File: src/rtl/recip_pkg.sv
package recip_pkg;

    typedef enum logic [1:0] {
        ST_IDLE,
        ST_DECODE,
        ST_LOOKUP,
        ST_EMIT
    } state_t;

    typedef enum logic [2:0] {
        CL_QNAN,
        CL_SNAN,
        CL_INF,
        CL_ZERO,
        CL_HUGE,
        CL_NORMAL,
        CL_U_LOW,
        CL_U_NORM
    } class_t;

    typedef struct packed {
        class_t     cls;
        logic       sign;
        logic [7:0] expo;
    } decode_t;

    localparam logic [31:0] QUIET_NAN = 32'h7FC0_0000;

    // Table entry for index idx of a table with depth entries:
    // s = floor(4*depth^2/(2q+1) + 1/2), q = depth + idx, stored minus depth.
    function automatic int recip_entry(input int idx, input int depth);
        int q;
        int d;
        int s;
        q = depth + idx;
        d = 2 * q + 1;
        s = (8 * depth * depth + d) / (2 * d);
        return s - depth;
    endfunction

endpackage

File: src/rtl/recip_classify.sv
module recip_classify
    import recip_pkg::*;
(
    input  logic        mode_fixed,
    input  logic [31:0] operand,
    output decode_t     dec
);
    logic [7:0]  exp_field;
    logic [22:0] frac_field;

    assign exp_field  = operand[30:23];
    assign frac_field = operand[22:0];

    always_comb begin
        dec.sign = operand[31];
        dec.expo = 8'd253 - exp_field;
        if (mode_fixed) begin
            dec.cls = operand[31] ? CL_U_NORM : CL_U_LOW;
        end else if (exp_field == 8'hFF) begin
            if (frac_field == 23'd0)
                dec.cls = CL_INF;
            else if (frac_field[22])
                dec.cls = CL_QNAN;
            else
                dec.cls = CL_SNAN;
        end else if (exp_field == 8'h00) begin
            dec.cls = CL_ZERO;
        end else if (exp_field >= 8'd253) begin
            dec.cls = CL_HUGE;
        end else begin
            dec.cls = CL_NORMAL;
        end
    end
endmodule

File: src/rtl/recip_rom.sv
module recip_rom
    import recip_pkg::*;
#(
    parameter int IDX_W = 8
) (
    input  logic [IDX_W-1:0] idx,
    output logic [IDX_W-1:0] entry
);
    localparam int DEPTH = 1 << IDX_W;

    logic [IDX_W-1:0] table_w [DEPTH];

    for (genvar g = 0; g < DEPTH; g++) begin : g_entry
        localparam logic [IDX_W-1:0] VAL = IDX_W'(recip_entry(g, DEPTH));
        assign table_w[g] = VAL;
    end

    assign entry = table_w[idx];
endmodule

File: src/rtl/recip_assemble.sv
module recip_assemble
    import recip_pkg::*;
#(
    parameter int IDX_W = 8
) (
    input  decode_t          dec,
    input  logic [IDX_W-1:0] entry,
    output logic [31:0]      result,
    output logic             flag_invalid,
    output logic             flag_divzero,
    output logic             flag_underflow
);
    localparam int MANT_SHIFT = 23 - IDX_W;
    localparam int FIX_SHIFT  = 31 - IDX_W;

    logic [22:0] mant;
    logic [31:0] fixed_res;

    assign mant      = 23'(entry) << MANT_SHIFT;
    assign fixed_res = 32'h8000_0000 | (32'(entry) << FIX_SHIFT);

    always_comb begin
        result         = 32'd0;
        flag_invalid   = 1'b0;
        flag_divzero   = 1'b0;
        flag_underflow = 1'b0;
        unique case (dec.cls)
            CL_QNAN:   result = QUIET_NAN;
            CL_SNAN: begin
                result       = QUIET_NAN;
                flag_invalid = 1'b1;
            end
            CL_INF:    result = {dec.sign, 31'd0};
            CL_ZERO: begin
                result       = {dec.sign, 8'hFF, 23'd0};
                flag_divzero = 1'b1;
            end
            CL_HUGE: begin
                result         = {dec.sign, 31'd0};
                flag_underflow = 1'b1;
            end
            CL_NORMAL: result = {dec.sign, dec.expo, mant};
            CL_U_LOW:  result = 32'hFFFF_FFFF;
            CL_U_NORM: result = fixed_res;
            default:   result = 32'd0;
        endcase
    end
endmodule

File: src/rtl/recip_estimator.sv
module recip_estimator
    import recip_pkg::*;
#(
    parameter int IDX_W = 8
) (
    input  logic        clk,
    input  logic        rst_n,
    input  logic        in_valid,
    output logic        in_ready,
    input  logic        in_mode,
    input  logic [31:0] in_operand,
    output logic        out_valid,
    output logic [31:0] out_result,
    output logic        out_invalid,
    output logic        out_divzero,
    output logic        out_underflow
);
    state_t           state_q, state_d;
    logic             accept;
    logic [31:0]      op_q;
    logic             mode_q;
    decode_t          dec_w, dec_q;
    logic [IDX_W-1:0] idx_w, idx_q, entry_w;
    logic [31:0]      res_w, res_q;
    logic             inv_w, dz_w, uf_w;
    logic             inv_q, dz_q, uf_q;

    // State register
    always_ff @(posedge clk or negedge rst_n) begin
        if (!rst_n) state_q <= ST_IDLE;
        else        state_q <= state_d;
    end

    // Next state
    always_comb begin
        state_d = state_q;
        unique case (state_q)
            ST_IDLE:   state_d = in_valid ? ST_DECODE : ST_IDLE;
            ST_DECODE: state_d = ST_LOOKUP;
            ST_LOOKUP: state_d = ST_EMIT;
            ST_EMIT:   state_d = in_valid ? ST_DECODE : ST_IDLE;
            default:   state_d = ST_IDLE;
        endcase
    end

    // Outputs decoded from state
    always_comb begin
        in_ready  = (state_q == ST_IDLE) || (state_q == ST_EMIT);
        out_valid = (state_q == ST_EMIT);
    end

    assign accept = in_valid && in_ready;

    recip_classify u_classify (
        .mode_fixed (mode_q),
        .operand    (op_q),
        .dec        (dec_w)
    );

    assign idx_w = mode_q ? op_q[30 -: IDX_W] : op_q[22 -: IDX_W];

    recip_rom #(.IDX_W(IDX_W)) u_rom (
        .idx   (idx_q),
        .entry (entry_w)
    );

    recip_assemble #(.IDX_W(IDX_W)) u_assemble (
        .dec            (dec_q),
        .entry          (entry_w),
        .result         (res_w),
        .flag_invalid   (inv_w),
        .flag_divzero   (dz_w),
        .flag_underflow (uf_w)
    );

    always_ff @(posedge clk or negedge rst_n) begin
        if (!rst_n) begin
            op_q   <= 32'd0;
            mode_q <= 1'b0;
            dec_q  <= '{cls: CL_U_LOW, sign: 1'b0, expo: 8'd0};
            idx_q  <= '0;
            res_q  <= 32'd0;
            inv_q  <= 1'b0;
            dz_q   <= 1'b0;
            uf_q   <= 1'b0;
        end else begin
            if (accept) begin
                op_q   <= in_operand;
                mode_q <= in_mode;
            end
            if (state_q == ST_DECODE) begin
                dec_q <= dec_w;
                idx_q <= idx_w;
            end
            if (state_q == ST_LOOKUP) begin
                res_q <= res_w;
                inv_q <= inv_w;
                dz_q  <= dz_w;
                uf_q  <= uf_w;
            end
        end
    end

    assign out_result    = res_q;
    assign out_invalid   = inv_q;
    assign out_divzero   = dz_q;
    assign out_underflow = uf_q;

    assert_latency_R2: assert property (@(posedge clk) disable iff (!rst_n)
        out_valid |-> $past(in_valid && in_ready, 3));

    assert_busy_R2: assert property (@(posedge clk) disable iff (!rst_n)
        (in_valid && in_ready) |=> !in_ready);

    assert_nan_R3: assert property (@(posedge clk) disable iff (!rst_n)
        (out_valid && out_invalid) |-> (out_result == QUIET_NAN));

    assert_divzero_R5: assert property (@(posedge clk) disable iff (!rst_n)
        (out_valid && out_divzero) |-> (out_result[30:0] == 31'h7F80_0000));

    assert_underflow_R6: assert property (@(posedge clk) disable iff (!rst_n)
        (out_valid && out_underflow) |-> (out_result[30:0] == 31'd0));

    assert_sign_R7: assert property (@(posedge clk) disable iff (!rst_n)
        (out_valid && !mode_q && out_result != QUIET_NAN) |-> (out_result[31] == op_q[31]));

    assert_fixed_noflag_R10: assert property (@(posedge clk) disable iff (!rst_n)
        (out_valid && mode_q) |-> !(out_invalid || out_divzero || out_underflow));

    assert_one_flag_R10: assert property (@(posedge clk) disable iff (!rst_n)
        out_valid |-> ($countones({out_invalid, out_divzero, out_underflow}) <= 1));
endmodule

File: config.mk
export PLATFORM = sky130hd
export DESIGN_NAME = recip_estimator
export DESIGN_NICKNAME = d
export VERILOG_FILES = /design/src/rtl/recip_pkg.sv /design/src/rtl/recip_classify.sv /design/src/rtl/recip_rom.sv /design/src/rtl/recip_assemble.sv /design/src/rtl/recip_estimator.sv
export SDC_FILE = /design/constraint.sdc
export NUM_CORES = 1
export LEC_CHECK = 0
export ABC_AREA = 0
export BUFFER_PORTS_ARGS = -buffer_cell sky130_fd_sc_hd__buf_4
export CORE_ASPECT_RATIO = 0.7
export CORE_MARGIN = 4
export CORE_UTILIZATION = 40
export DETAILED_ROUTE_END_ITERATION = 6
export HOLD_SLACK_MARGIN = 0.02
export PLACE_DENSITY = 0.65
export SYNTH_ARGS = -nofsm -noshare
export SYNTH_HDL_FRONTEND = slang
export SYNTH_SLANG_ARGS = --single-unit
File: constraint.sdc
create_clock -name clk -period 4.5 [get_ports clk]
set_clock_uncertainty 0.2 [all_clocks]
set_input_delay 0.45 -clock clk [delete_from_list [all_inputs] [get_ports clk]]
set_output_delay 0.45 -clock clk [all_outputs]
set_load 0.1 [all_outputs]
## After elaboration in Yosys (flattened, before gate mapping)

Memory sizes are Yosys's and may differ from the RTL's.
Index checks and enable logic that the tools add are counted.

- Register bits: 90
- ROM bits: 2048
- Input bits: 36
- Output and inout bits: 37
- Word-level logic and storage cells: 52
- Memories: 1

- Add/subtract/negate cells: 1
- $lt $le $gt $ge: 2
- Equality and inequality tests: 11
- Multiplexer cells: 16
- Bitwise logic cells: 1
- Reductions and logical operators: 9

Memory list:

| memory | depth | width | read ports | clocked after memory_dff | write ports | line | text |
|---|---|---|---|---|---|---|---|
| (name not given) | 256 | 8 | 1 | 0 | 0 | recip_rom.sv:18 | `assign entry = table_w[idx];` |

Operator list:

| cell | count |
|---|---|
| one-hot mux 32 bit (6 select lines) | 1 |
| two-way mux 8 bit | 3 |
| zero test 23 bit | 1 |
| equality test 3 bit, second input constant | 4 |
| two-way mux 3 bit | 4 |
| >= comparator 9 bit, second input constant | 1 |
| inverter 8 -> 9 bit | 1 |
| equality test 8 bit, second input constant | 1 |
| >= comparator 8 bit, second input constant | 1 |
| zero test 8 bit | 1 |
| subtractor 8 bit, first input constant | 1 |
| two-way mux 1 bit | 7 |
| equality test 3 x 2 -> 1 bit, second input constant | 2 |
| one-hot mux 2 bit (3 select lines) | 1 |
| OR reduction 2 bit | 3 |
| equality test 2 bit, second input constant | 2 |
| equality test 3 x 1 -> 1 bit, second input constant | 1 |
| zero test 3 bit | 1 |
| equality test 2 x 1 -> 1 bit, second input constant | 1 |
| zero test 2 bit | 1 |
| logical AND 1 bit | 1 |
| logical OR 1 bit | 1 |

## Depth between registers and ports, before layout

Gate-level depths: netlist of the first run.

- Depth after elaboration: 5
- Depth in mapped cells: 10
- Gate-level depth less buffers: 8

## By module

From an unflattened synthesis of the first run, not the netlist that was laid out.

- Cell total of the unflattened synthesis: 605
- Area total of the unflattened synthesis: 6048.3 µm²

By module, submodules not included:

| module | times used | cells each | area an instance (µm²) | seq. area each (µm²) |
|---|---|---|---|---|
| recip_estimator | 1 | 215 | 3584.7 | 2254.7 |
| recip_rom | 1 | 287 | 1845.5 | 0.0 |
| recip_assemble | 1 | 63 | 359.1 | 0.0 |
| recip_classify | 1 | 40 | 259.0 | 0.0 |

## Least setup slack after synthesis of the first run

OpenSTA, ideal clock, no wires.

- Path type: reg-to-reg
- Start point: register idx_q[1]
- End point: register res_q[23], in the netlist out_result[23]
- Setup time: 0.078 ns
- Data arrival time: 2.776 ns
- Required time: 4.222 ns
- Path slack: 1.446 ns
- Stages on the path, launching flop included: 11
- Path buffers: 2
- Clock period less this slack: 3.054 ns
- Cells stage by stage: dfrtp_1 clkbuf_1 inv_1 ha_1 buf_4 or2_1 a21boi_0 mux4_2 o221a_1 or3_1 a21oi_1

- Longest elaborated chain between the ends: 5

RTL lines:

| element | line | text |
|---|---|---|
| start, declared | recip_estimator.sv:23 | `logic [IDX_W-1:0] idx_w, idx_q, entry_w;` |
| start signal, assigned | recip_estimator.sv:93 | `idx_q <= idx_w;` |
| inverter 8 -> 9 bit (implied by the code) | recip_rom.sv:18 |  |
| memory (256 x 8 bit) | -- |  |
| two-way mux 8 bit (implied by the code) (2 in series) | recip_rom.sv:18 |  |
| one-hot mux 32 bit (6 select lines) | recip_assemble.sv:27 | `unique case (dec.cls)` |
| end signal, assigned | recip_estimator.sv:96 | `res_q <= res_w;` |
| end, declared | recip_estimator.sv:24 | `logic [31:0] res_w, res_q;` |

No other way between the ends. The select of a mux whose other input is x is not followed.
A chain may end at the register's enable or synchronous reset.

## Worst setup path after layout of the first run

- Start point: register idx_q[1]
- End point: register res_q[15], in the netlist out_result[15]

Same word-level chain as after synthesis.

==> results of run 1 <==
==> cells by family (layout without fill, tap and decap cells) <==
| family | count (synthesis) | in the layout | share of synthesized area (%) |
|---|---|---|---|
| XOR/XNOR | 8 | 8 | 1.354 |
| adder cells (fa/ha/maj) | 17 | 17 | 4.063 |
| buffers and inverters | 80 | 116 | 7.279 |
| multiplexers | 56 | 56 | 12.16 |
| AO/OA/AOI/OAI | 173 | 173 | 22.71 |
| flip-flops | 76 | 76 | 36.81 |
| AND/OR/NAND/NOR | 162 | 162 | 15.62 |
==> cell usage in the layout, fill, tap and decap left out, types with 6 or more instances in the layout <==
cell type / count
nor3_1: 9
buf_4: 82
dfrtp_1: 74
nor2_1: 34
a31oi_1: 6
inv_1: 17
a21oi_1: 42
nand2b_1: 15
mux2_2: 45
nand2_1: 39
o211ai_1: 10
nand3_1: 17
mux2i_1: 10
o311ai_0: 6
ha_1: 16
and2_1: 7
clkbuf_16: 9
xor2_1: 6
o21ai_0: 36
nor2b_1: 16
nor4_1: 10
==> metrics by stage <==
step / utilization, % / area (um^2) / setup WS [ns] / hold WS (ns)
after detailed placement: 45.28 / 5683 / 1.174 / 0.2710
final: 47.53 / 5964 / 1.100 / 0.04675
after global routing: 47.53 / 5964 / 0.9339 / 0.1327
after CTS: 47.53 / 5964 / 1.154 / 0.1000
after floorplan: - / 5174 / 1.446 / -0.04559
after global placement: 45.28 / 5683 / 1.278 / 0.2689
==> sequential cells by signal (all words and copies together), names as in the netlist <==
register       flops
op_q              32
out_result        18
idx_q              8
out_invalid        1
out_underflow      1
out_divzero        1
state_q            2
dec_q             12
mode_q             1
==> layer usage <==
metal	global-route usage, %	wire, um	up-vias
li1	-	-	2156
met1	28.88	6876	2216
met2	27.73	6078	236
met3	8.716	1605	23
met4	4.486	164	0
met5	0	0	-
==> worst paths after layout <==
kind	cells past startpoint	to
setup / recovery	8	out_result[15]
hold / removal	1	op_q[4]
setup reg to reg	8	out_result[15]
hold reg to reg	1	out_result[30]
max in group asynchronous	1	out_result[25]
min in group clk	2	op_q[30]
==> area by class of cell <==
class | count | area [um^2] | area share (%)
Timing Repair Buffer | 82 | 615.6 | 10.32
Clock buffer | 13 | 260.3 | 4.363
Clock inverter | 3 | 21.27 | 0.3566
Inverter | 18 | 67.56 | 1.133
Sequential cell | 76 | 1904 | 31.93
Tap cell | 162 | 202.7 | 3.398
Multi-Input combinational cell | 416 | 2893 | 48.50
==> worst register-to-register path, delay by kind of cell (launching register included) <==
family,cells,cell delay [ns]
DFF,1,0.68
and+or+nand+nor,2,0.66
muxes,1,0.51
AOI/OAI and AO/OA,3,0.50
adders and majority gates,1,0.49
buffers and inverters,1,0.28
==> flow_summary.yaml, run 1 <==
status:
  status: "complete, no violations"
timing:
  slew_headroom_pct: 23.35
  finalMaxSlewViolations: 0
  rsz0062_at_grt: "no"
  fmax_mhz: 294.1
  fin_crit_ns: 3.400
  fin_setup_tns_ns: 0
  tightest_slew_ns: 1.150
  finalCritPeriodShare_pct: 75.55
  finalHoldViolCount: 0
  setup_viol: 0
die:
  start_util_pct: 41.23
  dieWidth_um: 143.9
  die_h_um: 103.2
  core_area_um2: 12550
  io_pins: 73
  num_rows: 34
  dieArea_um2: 14850
route:
  vias: 4631
  wl_per_cell_um: 19.12
  routed_via_density: 6.014
  drc: 0
  drt_iter0_markers: 426
  ant_nets: 0
  routed_wirelength_mm: 14.73
  first_pass_iters: 5
global_routing:
  grt_max_degree: 77
  grt_use_total_pct: 20.06
  grt_pass1_vias: 4292
  grt_pass1_wl_mm: 23.32
  antenna_found_initial: 0
  grt_overflow_total: 0
final_layout:
  nNetsFinal: 655
  fillerInstances: 1126
  syn2layout_area_growth_pct: 15.28
  drive_gt1_share_pct: 25.00
  instances_no_fill: 770
  n_antenna_cell: 0
placed_design:
  dpl.cell_count: 754
  hpwl_mm: 10.77
  io_buffers: 72
  place.gp.congestion: 0.9602
clock_tree:
  cts-hold-fix-buffers: 0
  clockRootBuffer: "clkbuf_16"
  cts_buffer_depth: 2
  cts_setup_buffers: 0
  cts_buffers: 9
  clkSinkCount: 76
  cts_tree: "built"
  htree_levels: 3
  clk_latency_ns: 0.34
  ctsResizeCount: 0
  clkSlewWorstSetupHoldPaths_ns: 0.06
setup_path:
  worstSetupPathType: "reg2reg"
  reg2reg_from: "idx_q[1]"
  cp-end-kind: "flip-flop"
  startpoint: "idx_q[1]"
  cpLargestDelayFamily: "flip-flops"
  max_stage_delay_ns: 0.68
  rrSetupSlack_ns: 1.10
  crit_chain: "inv_1 > ha_1 > or2_1 > a21boi_0 > mux4_2 > o221a_1 > or3_1 > a21oi_1"
  arrival_ns: 3.46
  crit_buf_inv: 1
  crit_slowest_cell: "dfrtp_1"
  cp.required_ns: 4.56
  cp_max_fo: 17
  start_kind: "flip-flop"
synthesis:
  ys_seq_area_share_pct: 36.81
  yosys.area.top_type: "dfrtp_1"
  avgSynthCellArea_um2: 9.045
  synthFlopType: "dfrtp_1"
  synth_top_cell_area_share_pct: 35.79
  synthTopCellsByArea: "dfrtp_1 36%, mux2_2 9.8%, a21oi_1 4.1%, ha_1 3.9%, o21ai_0 3.5%"
  synth_fp_nets: 624
  ys_types: 65
  synth_warnings: 0
  netlist_area_um2: 5174
  synth_edf_count: 0
  yosysMostFrequentCell: "dfrtp_1"
  synth_common_cells: "74 x dfrtp_1, 45 x mux2_2, 42 x a21oi_1"
  async_flop_share_pct: 100.0
  synth-seq-cells: 76
  postSynthCellCount: 572
job:
  drv_cap: 0
min_path:
  hp-class: "in2async"
Power of run 1 is left out: the tool's default activity adds up to more than one toggle a clock period on the data nets, which glitch-free logic cannot reach.
==> run 2: changes to the inputs <==
- PLACE_DENSITY: 0.65 -> 0.67
- clock period: 4.5 -> 3.11 ns (I/O delays scaled with it)
==> run 2 against run 1 <==
- flip-flop and latch count unchanged
- critical path depth did not move
- first-iteration DRC count rose by 4.5%
- critical endpoint is now out_result[24]
==> flow_summary.yaml, run 2 (synthesized netlist as in run 1, its figures left out) <==
setup_path:
  rrSetupSlack_ns: 0.24
  crit_chain: "buf_4 > ha_1 > and2_1 > o311ai_0 > a211oi_1 > a311o_1 > nor4_1 > o32ai_1"
  cp-end-kind: "flip-flop"
  max_stage_delay_ns: 0.47
  cp_max_fo: 13
  cp.required_ns: 3.10
  arrival_ns: 2.86
  start_kind: "flip-flop"
  crit_slowest_cell: "o311ai_0"
  worstSetupPathType: "reg2reg"
timing:
  fin_setup_tns_ns: 0
  tightest_slew_ns: 0.9535
  finalHoldViolCount: 0
  slew_headroom_pct: 36.43
  finalCritPeriodShare_pct: 92.15
  finalMaxSlewViolations: 0
  setup_viol: 0
  fmax_mhz: 349.0
  holdWs_ns: 0.03808
  fin_crit_ns: 2.866
  rsz0062_at_grt: "no"
clock_tree:
  clockRootBuffer: "clkbuf_16"
  clkSinkCount: 76
  clk_latency_ns: 0.33
  htree_levels: 3
  clkSlewWorstSetupHoldPaths_ns: 0.06
  cts_tree: "built"
  cts_buffers: 9
  cts_buffer_depth: 2
global_routing:
  grt_max_degree: 77
  grt_use_total_pct: 21.30
  antenna_found_initial: 0
  grt_overflow_total: 0
  grt_pass1_wl_mm: 24.78
  grt_pass1_vias: 4613
final_layout:
  final_common_cell: "buf_4"
  n_antenna_cell: 0
  regMostFlops: "op_q"
  nNetsFinal: 703
  drive_gt1_share_pct: 25.91
  multi_input_area_um2: 2893
  final-seq-area_um2: 1904
  fillerInstances: 1129
  largest_register_ffs: 32
  syn2layout_area_growth_pct: 25.83
  final_cell_mix: "97 x buf_4, 74 x dfrtp_1, 45 x mux2_2"
route:
  drt_iter0_markers: 445
  routed_wirelength_mm: 15.83
  wl_per_cell_um: 19.35
  first_pass_iters: 5
  vias: 4773
  drc: 0
  routed_via_density: 5.835
  ant_nets: 0
placed_design:
  io_buffers: 72
  place.gp.congestion: 0.9797
  hpwl_mm: 11.20
die:
  io_pins: 73
  dieArea_um2: 14850
  start_util_pct: 41.23
  dieWidth_um: 143.9
  die_h_um: 103.2
  core_area_um2: 12550
  num_rows: 34
status:
  status: "complete, no violations"
job:
  drv_cap: 0
min_path:
  hp-class: "in2reg"
==> run 2: changes by cell type in the layout (fill, tap and decap cells not counted), sizes merged <==
| cell | change |
|---|---|
| buf | +16 |
| dlygate4sd3 | +32 |
| clkinv | -2 |
| clkbuf | -3 |
| clkinvlp | +1 |
| bufinv | +4 |
==> run 2: cell type report <==
cell class,count,area share [%]
Clock buffer,10,3.671
Clock inverter,6,2.076
Inverter,18,1.038
Multi-Input combinational cell,416,44.44
Sequential cell,76,29.25
Tap cell,162,3.114
Timing Repair Buffer,130,16.41
==> run 2: final timing paths <==
check	start	to	cells past startpoint
hold reg to reg	out_result[30]	out_result[30]	1
setup reg to reg	idx_q[0]	out_result[24]	8
max in group asynchronous	rst_n	op_q[28]	2
hold / removal	in_operand[22]	op_q[22]	2
min in group asynchronous	rst_n	op_q[16]	2
setup / recovery	idx_q[0]	out_result[24]	8
==> run 2: through the flow <==
| stage | worst slack, ns | util [%] | cell area (um^2) | std cells |
|---|---|---|---|---|
| 2_1_floorplan | 0.05599 | - | 5174 | 572 |
| 3_3_place_gp | 0.4145 | 46.34 | 5816 | 770 |
| 3_5_place_dp | 0.3069 | 46.34 | 5816 | 770 |
| 4_1_cts | 0.2811 | 51.79 | 6500 | 817 |
| 5_1_grt | 0.1443 | 51.87 | 6510 | 818 |
| 6_report | 0.2443 | 51.87 | 6510 | 818 |
==> run 2: layer usage <==
metal  part of all wire (%)  GRT usage (%)  up-vias
li1                       -              -     2240
met1                     49          31.37     2302
met2                     42          30.66      215
met3                    8.4          6.769       16
met4                   0.92          4.414        0
met5                      0              0        -
==> run 2: repair_timing <==
item,in CTS,in global routing
hold buffers,31,1
setup buffers,0,0
endpoints found under the setup margin,0,0
gates resized for setup,0,0
hold endpoints to repair,104,1
==> run 2: worst max-delay path, delay by kind of cell (launching register included) <==
| family | cells | cell delay (ns) |
|---|---|---|
| flops | 1 | 0.38 |
| compound gates | 4 | 1.06 |
| simple gates | 2 | 0.61 |
| buf+inv | 1 | 0.19 |
| fa+ha+maj | 1 | 0.28 |
Power of run 2 is left out for the same reason.
==> run 3: changes to the inputs <==
- SETUP_SLACK_MARGIN: unset -> 0.3
- TNS_END_PERCENT: unset -> 20
==> run 3 against run 2 <==
- flip-flop and latch count is the same
- worst setup slack better by 0.14 ns
- wire length increased by 1.0%
- sequential share of layout area is essentially flat
- utilization rose by 0.15 points
- critical path depth did not move
- first-iteration DRC count rose by 4.5%
- final area grew 0.29%
- via count grew 2.0%
- global-route usage grew 0.66 points
==> flow_summary.yaml, run 3 (synthesized netlist as in run 1, its figures left out) <==
setup_path:
  cpLargestDelayFamily: "simple AND/OR/NAND/NOR gates"
  r2r_cells: 8
  arrival_ns: 2.79
  worstSetupPathType: "reg2reg"
  rrSetupSlack_ns: 0.38
  cp_max_fo: 6
  crit_end: "out_result[15]"
  cp.required_ns: 3.17
  crit_buf_inv: 1
  crit_slowest_cell: "dfrtp_2"
  reg2reg_to: "out_result[15]"
  cp-end-kind: "flip-flop"
  reg2reg_from: "idx_q[0]"
  crit_chain: "inv_4 > ha_2 > or2_1 > a21boi_0 > mux4_2 > o221a_1 > or3_4 > a21oi_1"
  cp.depth: 8
  startpoint: "idx_q[0]"
  start_kind: "flip-flop"
  max_stage_delay_ns: 0.46
timing:
  tightest_slew_ns: 0.9518
  finalHoldViolCount: 0
  fmax_mhz: 366.3
  fin_crit_ns: 2.730
  slew_headroom_pct: 36.55
  finalMaxSlewViolations: 0
  setup_viol: 0
  fin_setup_tns_ns: 0
  rsz0062_at_grt: "no"
  finalCritPeriodShare_pct: 87.77
min_path:
  hp-class: "reg2reg"
clock_tree:
  cts_tree: "built"
  clockRootBuffer: "clkbuf_16"
  cts_buffers: 9
  clkSinkCount: 76
  cts_buffer_depth: 2
  clkSlewWorstSetupHoldPaths_ns: 0.06
  clk_latency_ns: 0.34
  htree_levels: 3
final_layout:
  instances_no_fill: 830
  syn2layout_area_growth_pct: 26.19
  final_cell_mix: "108 x buf_4, 71 x dfrtp_1, 45 x mux2_2"
  n_antenna_cell: 0
  regMostFlops: "op_q"
  drive_gt1_share_pct: 28.44
  largest_register_ffs: 32
  nNetsFinal: 715
  post-route-util_pct: 52.02
  final_common_cell: "buf_4"
route:
  ant_nets: 0
  wl_per_cell_um: 19.26
  drc: 0
  vias: 4867
  routed_wirelength_mm: 15.99
  routed_via_density: 5.864
  first_pass_iters: 6
  drt_iter0_markers: 465
placed_design:
  io_buffers: 72
  dpl.cell_count: 779
  hpwl_mm: 11.51
  place.gp.congestion: 0.9403
die:
  die_h_um: 103.2
  core_area_um2: 12550
  dieWidth_um: 143.9
  start_util_pct: 41.23
  dieArea_um2: 14850
  num_rows: 34
  io_pins: 73
global_routing:
  grt_pass1_wl_mm: 25.50
  grt_max_degree: 77
  grt_overflow_total: 0
  grt_use_total_pct: 21.95
  grt_pass1_vias: 4623
  antenna_found_initial: 0
status:
  status: "complete, no violations"
job:
  drv_cap: 0
run 3: cell count changes in the layout (fill, tap and decap cells not counted), sizes merged:
cell / before / now
buf: 98 / 108
bufinv: 4 / 0
clkbuf: 10 / 11
clkinv: 1 / 2
clkinvlp: 2 / 3
dlygate4sd3: 32 / 34
inv: 17 / 18
run 3: worst min path at each step:
stage | depth (start not counted) | from | slack (ns) | to
2_1_floorplan | 0 | rst_n | -0.18 | dec_q[0]
6_report | 1 | out_result[30] | 0.28 | out_result[30]
4_1_cts | 1 | out_result[30] | 0.28 | out_result[30]
3_3_place_gp | 1 | out_result[30] | 0.27 | out_result[30]
5_1_grt | 2 | out_underflow | 0.31 | out_underflow
3_5_place_dp | 1 | out_result[30] | 0.27 | out_result[30]
run 3: cell type report:
cell class	count	area, um^2
fillers	1148	6021
flip-flops and latches	76	1908
multi-input cells	416	2915
clock buffers	11	242.7
repair buffers	142	1151
clock inverters	5	36.28
inverters	18	72.57
well taps	162	202.7
run 3: what timing repair did:
item / 4_1_cts / 5_1_grt
hold endpoints to repair: 107 / 0
hold buffers: 34 / 0
setup endpoints to repair: 3 / 6
setup buffers: 0 / 1
resized for setup: 1 / 8
run 3: per-layer routing:
metal	share of wire, %	track usage, %
met1	47	32.87
met2	42	31.45
met3	9.3	5.285
met4	1.4	6.078
met5	0	0
run 3: through the flow:
stage / hold WS, ns / area (um^2) / worst slack, ns
2_1_floorplan: -0.1846 / 5197 / 0.3138
3_3_place_gp: 0.2677 / 5874 / 0.3429
3_5_place_dp: 0.2711 / 5874 / 0.2809
5_1_grt: 0.3071 / 6529 / 0.2999
6_report: 0.2783 / 6529 / 0.3803
4_1_cts: 0.2837 / 6495 / 0.3359
Power of run 3 is left out for the same reason.
